<file path="src/rtl/ser_wr_pkg.sv">
package ser_wr_pkg;

    localparam int ADDR_W = 8;
    localparam int DATA_W = 6;

    function automatic int max_of(input int a, input int b);
        return (a > b) ? a : b;
    endfunction

    localparam int CNT_W = $clog2(max_of(ADDR_W, DATA_W));

    typedef enum logic {
        PH_ADDR = 1'b0,
        PH_DATA = 1'b1
    } phase_t;

    typedef struct packed {
        logic              vld;
        logic [ADDR_W-1:0] addr;
        logic [DATA_W-1:0] data;
    } wr_req_t;

endpackage

</file>
<file path="src/rtl/ser_wr_sync.sv">
module ser_wr_sync #(
    parameter int                WIDTH   = 3,
    parameter int                STAGES  = 2,
    parameter logic [WIDTH-1:0]  RST_VAL = '0
) (
    input  logic             clk,
    input  logic             rst,
    input  logic [WIDTH-1:0] d_i,
    output logic [WIDTH-1:0] q_o
);
    logic [WIDTH-1:0] stage_q [STAGES];

    for (genvar s = 0; s < STAGES; s++) begin : g_stage
        always_ff @(posedge clk) begin
            if (rst) begin
                stage_q[s] <= RST_VAL;
            end else if (s == 0) begin
                stage_q[s] <= d_i;
            end else begin
                stage_q[s] <= stage_q[(s > 0) ? s - 1 : 0];
            end
        end
    end

    assign q_o = stage_q[STAGES-1];
endmodule

</file>
<file path="src/rtl/ser_wr_edge.sv">
module ser_wr_edge #(
    parameter int               WIDTH   = 2,
    parameter logic [WIDTH-1:0] RST_VAL = '0
) (
    input  logic             clk,
    input  logic             rst,
    input  logic [WIDTH-1:0] sig_i,
    output logic [WIDTH-1:0] rise_o
);
    logic [WIDTH-1:0] prev_q;

    always_ff @(posedge clk) begin
        if (rst) prev_q <= RST_VAL;
        else     prev_q <= sig_i;
    end

    assign rise_o = sig_i & ~prev_q;
endmodule

</file>
<file path="src/rtl/ser_wr_deframe.sv">
module ser_wr_deframe
    import ser_wr_pkg::*;
(
    input  logic    clk,
    input  logic    rst,
    input  logic    bit_vld_i,
    input  logic    bit_val_i,
    input  logic    frame_end_i,
    output wr_req_t req_o
);
    phase_t            phase_q;
    logic [CNT_W-1:0]  cnt_q;
    logic [ADDR_W-1:0] addr_sh_q;
    logic [DATA_W-1:0] data_sh_q;
    logic [ADDR_W-1:0] cur_addr_q;

    logic [ADDR_W-1:0] addr_nxt;
    logic [DATA_W-1:0] data_nxt;
    logic              addr_last;
    logic              data_last;

    always_comb begin
        addr_nxt  = {bit_val_i, addr_sh_q[ADDR_W-1:1]};
        data_nxt  = {bit_val_i, data_sh_q[DATA_W-1:1]};
        addr_last = (cnt_q == CNT_W'(ADDR_W - 1));
        data_last = (cnt_q == CNT_W'(DATA_W - 1));
    end

    always_ff @(posedge clk) begin
        if (rst) begin
            phase_q    <= PH_ADDR;
            cnt_q      <= '0;
            addr_sh_q  <= '0;
            data_sh_q  <= '0;
            cur_addr_q <= '0;
            req_o      <= '0;
        end else begin
            req_o.vld <= 1'b0;
            if (frame_end_i) begin
                phase_q <= PH_ADDR;
                cnt_q   <= '0;
            end else if (bit_vld_i) begin
                unique case (phase_q)
                    PH_ADDR: begin
                        addr_sh_q <= addr_nxt;
                        if (addr_last) begin
                            cur_addr_q <= addr_nxt;
                            phase_q    <= PH_DATA;
                            cnt_q      <= '0;
                        end else begin
                            cnt_q <= cnt_q + 1'b1;
                        end
                    end
                    PH_DATA: begin
                        data_sh_q <= data_nxt;
                        if (data_last) begin
                            req_o      <= '{vld: 1'b1, addr: cur_addr_q, data: data_nxt};
                            cur_addr_q <= cur_addr_q + 1'b1;
                            cnt_q      <= '0;
                        end else begin
                            cnt_q <= cnt_q + 1'b1;
                        end
                    end
                    default: phase_q <= PH_ADDR;
                endcase
            end
        end
    end
endmodule

</file>
<file path="src/rtl/ser_reg_write_port.sv">
module ser_reg_write_port
    import ser_wr_pkg::*;
#(
    parameter int SYNC_STAGES = 2
) (
    input  logic              clk,
    input  logic              rst,
    input  logic              sck_i,
    input  logic              sdata_i,
    input  logic              sl_n_i,
    output logic              wr_en_o,
    output logic [ADDR_W-1:0] wr_addr_o,
    output logic [DATA_W-1:0] wr_data_o,
    output logic              commit_o
);
    // bit order of synchronized vector: {select, data, clock}
    localparam logic [2:0] SYNC_RST = 3'b100;
    localparam logic [1:0] EDGE_RST = 2'b10;

    logic [2:0] sync_q;
    logic [1:0] rise;
    logic       commit_q;
    wr_req_t    req;

    ser_wr_sync #(
        .WIDTH   (3),
        .STAGES  (SYNC_STAGES),
        .RST_VAL (SYNC_RST)
    ) u_sync (
        .clk (clk),
        .rst (rst),
        .d_i ({sl_n_i, sdata_i, sck_i}),
        .q_o (sync_q)
    );

    ser_wr_edge #(
        .WIDTH   (2),
        .RST_VAL (EDGE_RST)
    ) u_edge (
        .clk    (clk),
        .rst    (rst),
        .sig_i  ({sync_q[2], sync_q[0]}),
        .rise_o (rise)
    );

    ser_wr_deframe u_deframe (
        .clk         (clk),
        .rst         (rst),
        .bit_vld_i   (rise[0] & ~sync_q[2]),
        .bit_val_i   (sync_q[1]),
        .frame_end_i (rise[1]),
        .req_o       (req)
    );

    always_ff @(posedge clk) begin
        if (rst) commit_q <= 1'b0;
        else     commit_q <= rise[1];
    end

    assign wr_en_o   = req.vld;
    assign wr_addr_o = req.addr;
    assign wr_data_o = req.data;
    assign commit_o  = commit_q;
endmodule

</file>
<file path="config.mk">
export PLATFORM = sky130hd
export DESIGN_NAME = ser_reg_write_port
export DESIGN_NICKNAME = d
export VERILOG_FILES = /design/src/rtl/ser_wr_pkg.sv /design/src/rtl/ser_wr_sync.sv /design/src/rtl/ser_wr_edge.sv /design/src/rtl/ser_wr_deframe.sv /design/src/rtl/ser_reg_write_port.sv
export SDC_FILE = /design/constraint.sdc
export NUM_CORES = 1
export LEC_CHECK = 0
export BUFFER_PORTS_ARGS = -buffer_cell sky130_fd_sc_hd__buf_2
export CAP_MARGIN = 20
export CORE_MARGIN = 4
export CORE_UTILIZATION = 40
export CTS_CLUSTER_SIZE = 12
export DETAILED_ROUTE_END_ITERATION = 12
export GPL_TIMING_DRIVEN = 1
export PLACE_DENSITY = 0.7
export SYNTH_ARGS = -nofsm -noshare
export SYNTH_HDL_FRONTEND = slang
export SYNTH_SLANG_ARGS = --single-unit
</file>
<file path="constraint.sdc">
create_clock -name clk -period 2.5 [get_ports clk]
set_input_delay 0.25 -clock clk [delete_from_list [all_inputs] [get_ports clk]]
set_output_delay 0.25 -clock clk [all_outputs]
set_load 0.01 [all_outputs]
</file>
Word level (Yosys, flattened, before mapping)
Memories as Yosys holds them, arrays and structs flattened.
Cells that the tools add are included.

storage, ports and cells
  bits in writable memories = 6
  memories kept = 1
  flip-flop bits (word level) = 44
  logic and storage cells = 46
  input port bits = 5

operators by class
  reductions and logical operators = 6
  bitwise logic cells = 9
  muxes and demuxes = 14
  equal/unequal tests = 4
  $add $sub $neg = 2

memory list
  name            words  bits a word  read ports  clocked after memory_dff  wr ports  line               text
  u_sync.stage_q  2      3            2           0                         2         ser_wr_sync.sv:11  logic [WIDTH-1:0] stage_q [STAGES];

operators with widths
  operator                                                                  count
  8-bit two-way mux                                                         2
  8-bit one-hot mux with 2 select lines                                     1
  15-bit two-way mux                                                        1
  3-bit two-way mux                                                         4
  8-bit by 1-bit adder with 8-bit output (second input constant)            1
  4-bit AND reduction                                                       2
  3-bit equality test (second input constant)                               2
  3-bit one-hot mux with 2 select lines                                     1
  3-bit AND reduction                                                       2
  1-bit two-way mux                                                         5
  1-bit NOT                                                                 4
  4-bit OR reduction                                                        1
  3-bit by 1-bit adder with 3-bit output (second input constant)            1
  2-bit AND                                                                 1
  2-bit by 1-bit inequality test with 1-bit output (second input constant)  1
  2-bit inequality test (second input constant)                             1
  2-bit NOT                                                                 1
  1-bit bitwise OR                                                          2
  2-bit OR reduction                                                        1
  1-bit AND                                                                 1

Longest topological paths before layout
  depth in word-level cells = 5
  depth in mapped cells = 8
  mapped depth without buffers = 6

Hierarchy
A second synthesis with hierarchy kept.

unflattened totals
  cell total of the unflattened synthesis = 214
  area total of the unflattened synthesis = 2021.9 um^2

by module, submodules not included
  module              instances  seq. area each (um^2)  cells each  area an instance (um^2)
  ser_wr_deframe      1          780.7                  193         1749.2
  ser_wr_sync         1          120.1                  12          157.7
  ser_wr_edge         1          40.0                   6           67.6
  ser_reg_write_port  1          20.0                   3           47.5

Worst setup path before layout
Ideal clock, no wire load.

  kind = reg-to-reg
  from = register u_deframe.cnt_q[0]
  to = register u_deframe.cur_addr_q[3]
  period minus slack after synthesis = 1.716 ns
  library setup time = 0.133 ns
  slack = 0.784 ns
  cell stages (with the launch flop) = 8
  arrival = 1.583 ns
  path buffers = 1
  cells stage by stage = dfxtp_1 > ha_1 > ha_1 > clkbuf_1 > nand2b_1 > a21oi_2 > mux2i_1 > o211ai_1

on the way
  longest elaborated chain between the ends = 3
  elaborated cells on any way between the ends = 5
  classes of those cells = eq/ne: 4; reduce/logical: 1

RTL lines
  element                                                                                                            line                                        text
  from (decl)                                                                                                        ser_wr_deframe.sv:12                        logic [CNT_W-1:0] cnt_q;
  from (signal assigned)                                                                                             ser_wr_deframe.sv:51                        cnt_q <= cnt_q + 1'b1;
  from (signal assigned)                                                                                             ser_wr_deframe.sv:61                        cnt_q <= cnt_q + 1'b1;
  3-bit equality test (on tied branches)                                                                             ser_wr_deframe.sv:26, ser_wr_deframe.sv:25
  2-bit inequality test (no source line) / 2-bit by 1-bit inequality test with 1-bit output (equally long branches)  --
  4-bit AND reduction (no source line) *                                                                             --
  to (signal assigned)                                                                                               ser_wr_deframe.sv:47                        cur_addr_q <= addr_nxt;
  to (signal assigned)                                                                                               ser_wr_deframe.sv:58                        cur_addr_q <= cur_addr_q + 1'b1;
  to (decl)                                                                                                          ser_wr_deframe.sv:15                        logic [ADDR_W-1:0] cur_addr_q;

Mark *: on every way between the ends. The rest lies on a longest branch, timed or not.
A chain may end at the register's enable or synchronous reset.

Final worst setup path
Same ends and word-level chain as after synthesis.

==> impl_summary.log <==
[metrics] run status: complete, no violations
[metrics] Max Clock Skew: roughly 0.0093 ns
[metrics] diode insertion count for antenna repair: 0
[metrics] Chip Height: between 70 and 80 um
[metrics] width of the chip: a little under 80 um
[metrics] Overflow after GRT: 0
[metrics] first-pass GRT wire length: ~6700 um
[metrics] TritonCTS clock tree: built
[metrics] Cell Chain, Critical Path: ha_1 -> ha_1 -> nand2b_1 -> a21oi_2 -> mux2i_1 -> o211ai_1
[metrics] vias: between 1500 and 2000
[metrics] core region area: around 0.0047 sq mm
[metrics] count of standard-cell rows: 25
[metrics] power density cells: roughly 630 mW/mm^2
[metrics] routed wire length: 3690 um
[metrics] Final Max Tran Viols: 0
[metrics] syn_area_per_cell: around 8.2 sq um
[metrics] Max Root-Sink Buffers: 2
[metrics] DR pass1 iterations: 4
[metrics] RSZ-0062 raised after global routing: no
[metrics] Arrival @ worst endpoint: between 1.5 and 2 ns
[metrics] Port Buffer Count: 20
[metrics] pin count of the biggest net entering global routing: 31
[metrics] upper clock frequency limit: ~550 MHz
[metrics] launch instance of the worst register-to-register path: u_deframe.cnt_q[0]
[metrics] Post-Synthesis Cells: 238
[metrics] number of buffers and inverters on the critical path: 0
[metrics] Synth Cell Area: roughly 0.0020 sq mm
[metrics] Syn Nets: approximately 250
[metrics] clock slew at the register clock pins of the worst setup and hold paths: 0.08 ns
[metrics] highest ir drop seen on vdd: ~0.00026 V
[metrics] number of remaining DRC errors: 0
[metrics] total of max-cap violations: 0
[metrics] drt initial violations: 73
[metrics] fill cell total of the finished layout: ~460
[metrics] GP Congestion: 0.804
[metrics] antenna viol nets, final: 0
[metrics] vias in the first global route: approximately 1500
[metrics] GRT Total Usage: 0.135
[metrics] worst hold path class: in -> reg
[metrics] post-layout minimum cycle time: ~1.8 ns
[metrics] number of warnings issued by yosys: 0
[metrics] count of flip-flops with a built-in enable after synthesis: 0
[metrics] actual transition at the worst max-transition pin: a little over 0.5 ns
[metrics] FF-to-FF path depth: 6
[metrics] clock latency at the later pin of the worst-skew pair: ~0.30 ns
[metrics] ratio of cells with drive above 1 in the final layout: 0.150
[metrics] total setup buffers inserted after CTS: 0
[metrics] Worst Hold Endpoint: u_sync.stage_q[0][2]
[metrics] area enclosed by the die boundary: a little over 0.006 sq mm
[metrics] CTS sink count: 48
[metrics] most used cell, CP: sky130_fd_sc_hd__ha_1
[metrics] critical path peak fanout: 10
[metrics] starting density of the core: 0.415
[metrics] total CTS buffers: 5
[metrics] P_leak: 0.794 nW
[metrics] Area growth, synth to finish: 13.3%
[metrics] Slew Limit Headroom: 0.656
[metrics] type of the setup path with the least slack: reg -> reg
[metrics] share of the clock period used by the worst path after layout: 0.729
[metrics] DR vias/cell: 4.97
[metrics] number of buffers inserted for hold repair after clock tree synthesis: 0
[metrics] Main synth FF type: sky130_fd_sc_hd__dfxtp_1
[metrics] deepest level of the CTS H-tree: 2
[metrics] Placement Setup Slack: between 0.6 and 0.7 ns
[metrics] smallest setup slack after layout: approximately 0.68 ns
[metrics] Max stage delay on crit path: 0.38 ns
[metrics] setup slack on the worst flop-to-flop path: 0.68 ns
[metrics] worst hold path startpoint: sl_n_i
[metrics] area of the multi-input gates: ~900 sq um
[metrics] category of the worst setup path capture point: flip-flop
[metrics] routed wire length per instance: ~11 um
[metrics] setup_tns: 0 ns
[metrics] number of storage elements in the synthesis netlist: 48
[metrics] sequential fraction of the synthesis area: 0.490
[metrics] buffer type at the clock tree root: sky130_fd_sc_hd__clkbuf_8
[metrics] final std cells w/o fill: ~320
[metrics] required time worst endpoint: ~2.7 ns
[metrics] boundary pin count: 21
[metrics] CTS-repair resized insts: 0
[metrics] Fin. Hold Viols: 0
[metrics] Critical-path top delay cell: sky130_fd_sc_hd__dfxtp_1
[metrics] worst flop-to-flop path endpoint: u_deframe.cur_addr_q[3]
[metrics] CP top delay family: adder cells
[metrics] number of antenna violations at the first check in global routing: 0
[metrics] library cells used by synthesis: 35
[metrics] Reg area: approximately 960 sq um
[metrics] placed insts: ~310
[metrics] count of nets after finishing: 262
[metrics] Min-Delay Path Depth: 2
[metrics] half-perimeter wire length after detailed placement: around 2600 um
[metrics] fraction of registers with async set or reset after synthesis: 0
[metrics] Final setup violation count: 0
[metrics] startpoint types: flip-flop
==> cell usage in the layout (no fill, tap or decap), drive strengths merged, types with 6 or more instances in the layout <==
master / count
a21oi: 32
clkbuf: 6
dfxtp: 48
nor2: 13
nand3: 14
nor2b: 8
buf: 24
nand2: 54
==> flip-flops by register name, summed over array words and instances (netlist names) <==
name,cells
u_deframe.addr_sh_q,7
u_edge.prev_q,2
u_deframe.data_sh_q,5
u_deframe.cnt_q,3
u_sync.stage_q,6
commit_o,1
u_deframe.phase_q,1
u_deframe.cur_addr_q,8
u_deframe.req_o,15
==> where the power goes <==
group	switching [mW]	total [mW]	internal, mW
Sequential	0.00921	0.783	0.774
Clock	0.253	0.580	0.327
Combinational	0.0203	0.0358	0.0155
==> worst max-delay path by stage <==
stage | startpoint | endpoint | slack (ns) | cells past startpoint
2_1_floorplan | u_deframe.cnt_q[0] | u_deframe.cur_addr_q[3] | 0.78 | 7
3_3_place_gp | u_deframe.cnt_q[0] | u_deframe.cur_addr_q[3] | 0.75 | 6
3_5_place_dp | u_deframe.cnt_q[0] | u_deframe.cur_addr_q[3] | 0.68 | 6
4_1_cts | u_deframe.cnt_q[0] | u_deframe.cur_addr_q[3] | 0.66 | 6
5_1_grt | u_deframe.cnt_q[0] | u_deframe.cur_addr_q[4] | 0.48 | 6
6_report | u_deframe.cnt_q[0] | u_deframe.cur_addr_q[3] | 0.68 | 6
==> area by class of cell <==
type                    count  area share
clock buffers               6      0.0372
clock inverters             2      0.0175
inverters                   4     0.00676
multi-input cells         170       0.410
flip-flops and latches     48       0.432
well taps                  67      0.0377
repair buffers             24      0.0586
==> cell usage after synthesis, drive strengths merged (4+ instances only) <==
| library cell | count | area share |
|---|---|---|
| a21oi | 32 | 0.084 |
| clkbuf | 10 | 0.020 |
| nor2b | 8 | 0.026 |
| nand3 | 14 | 0.036 |
| buf | 6 | 0.017 |
| or2 | 4 | 0.013 |
| dfxtp | 48 | 0.49 |
| a31oi | 4 | 0.013 |
| and3 | 4 | 0.013 |
| inv | 4 | 0.0077 |
| nand2 | 54 | 0.10 |
| ha | 4 | 0.026 |
| nor2 | 13 | 0.025 |
| o21ai | 4 | 0.010 |
| mux2i | 4 | 0.020 |
==> cells by family after synthesis <==
kind of cell,count (synthesis),share of synthesized area
flops,48,0.490
mux,4,0.0204
simple gates,114,0.280
fa+ha+maj,4,0.0255
compound gates,48,0.139
buf+inv,20,0.0453
==> metal layers <==
metal,wire length (um),global-route usage,up-vias
met1,1840,0.172,725
met3,159,0.0356,6
met5,0,0,-
met4,48,0.0437,0
met2,1640,0.223,26
li1,-,-,839
==> stage by stage <==
| step | power (mW) | area (sq um) | hold slack (ns) | util |
|---|---|---|---|---|
| after detailed placement | 0.837 | 2100 | 0.395 | 0.445 |
| after global routing | 1.45 | 2220 | 0.130 | 0.470 |
| after CTS | 1.41 | 2220 | 0.123 | 0.470 |
| final | 1.40 | 2220 | 0.132 | 0.470 |
| after floorplan | 0.826 | 1960 | 0.354 | - |
| after global placement | 0.837 | 2100 | 0.391 | 0.445 |
Note: power is estimated with default switching activity, not from simulation.
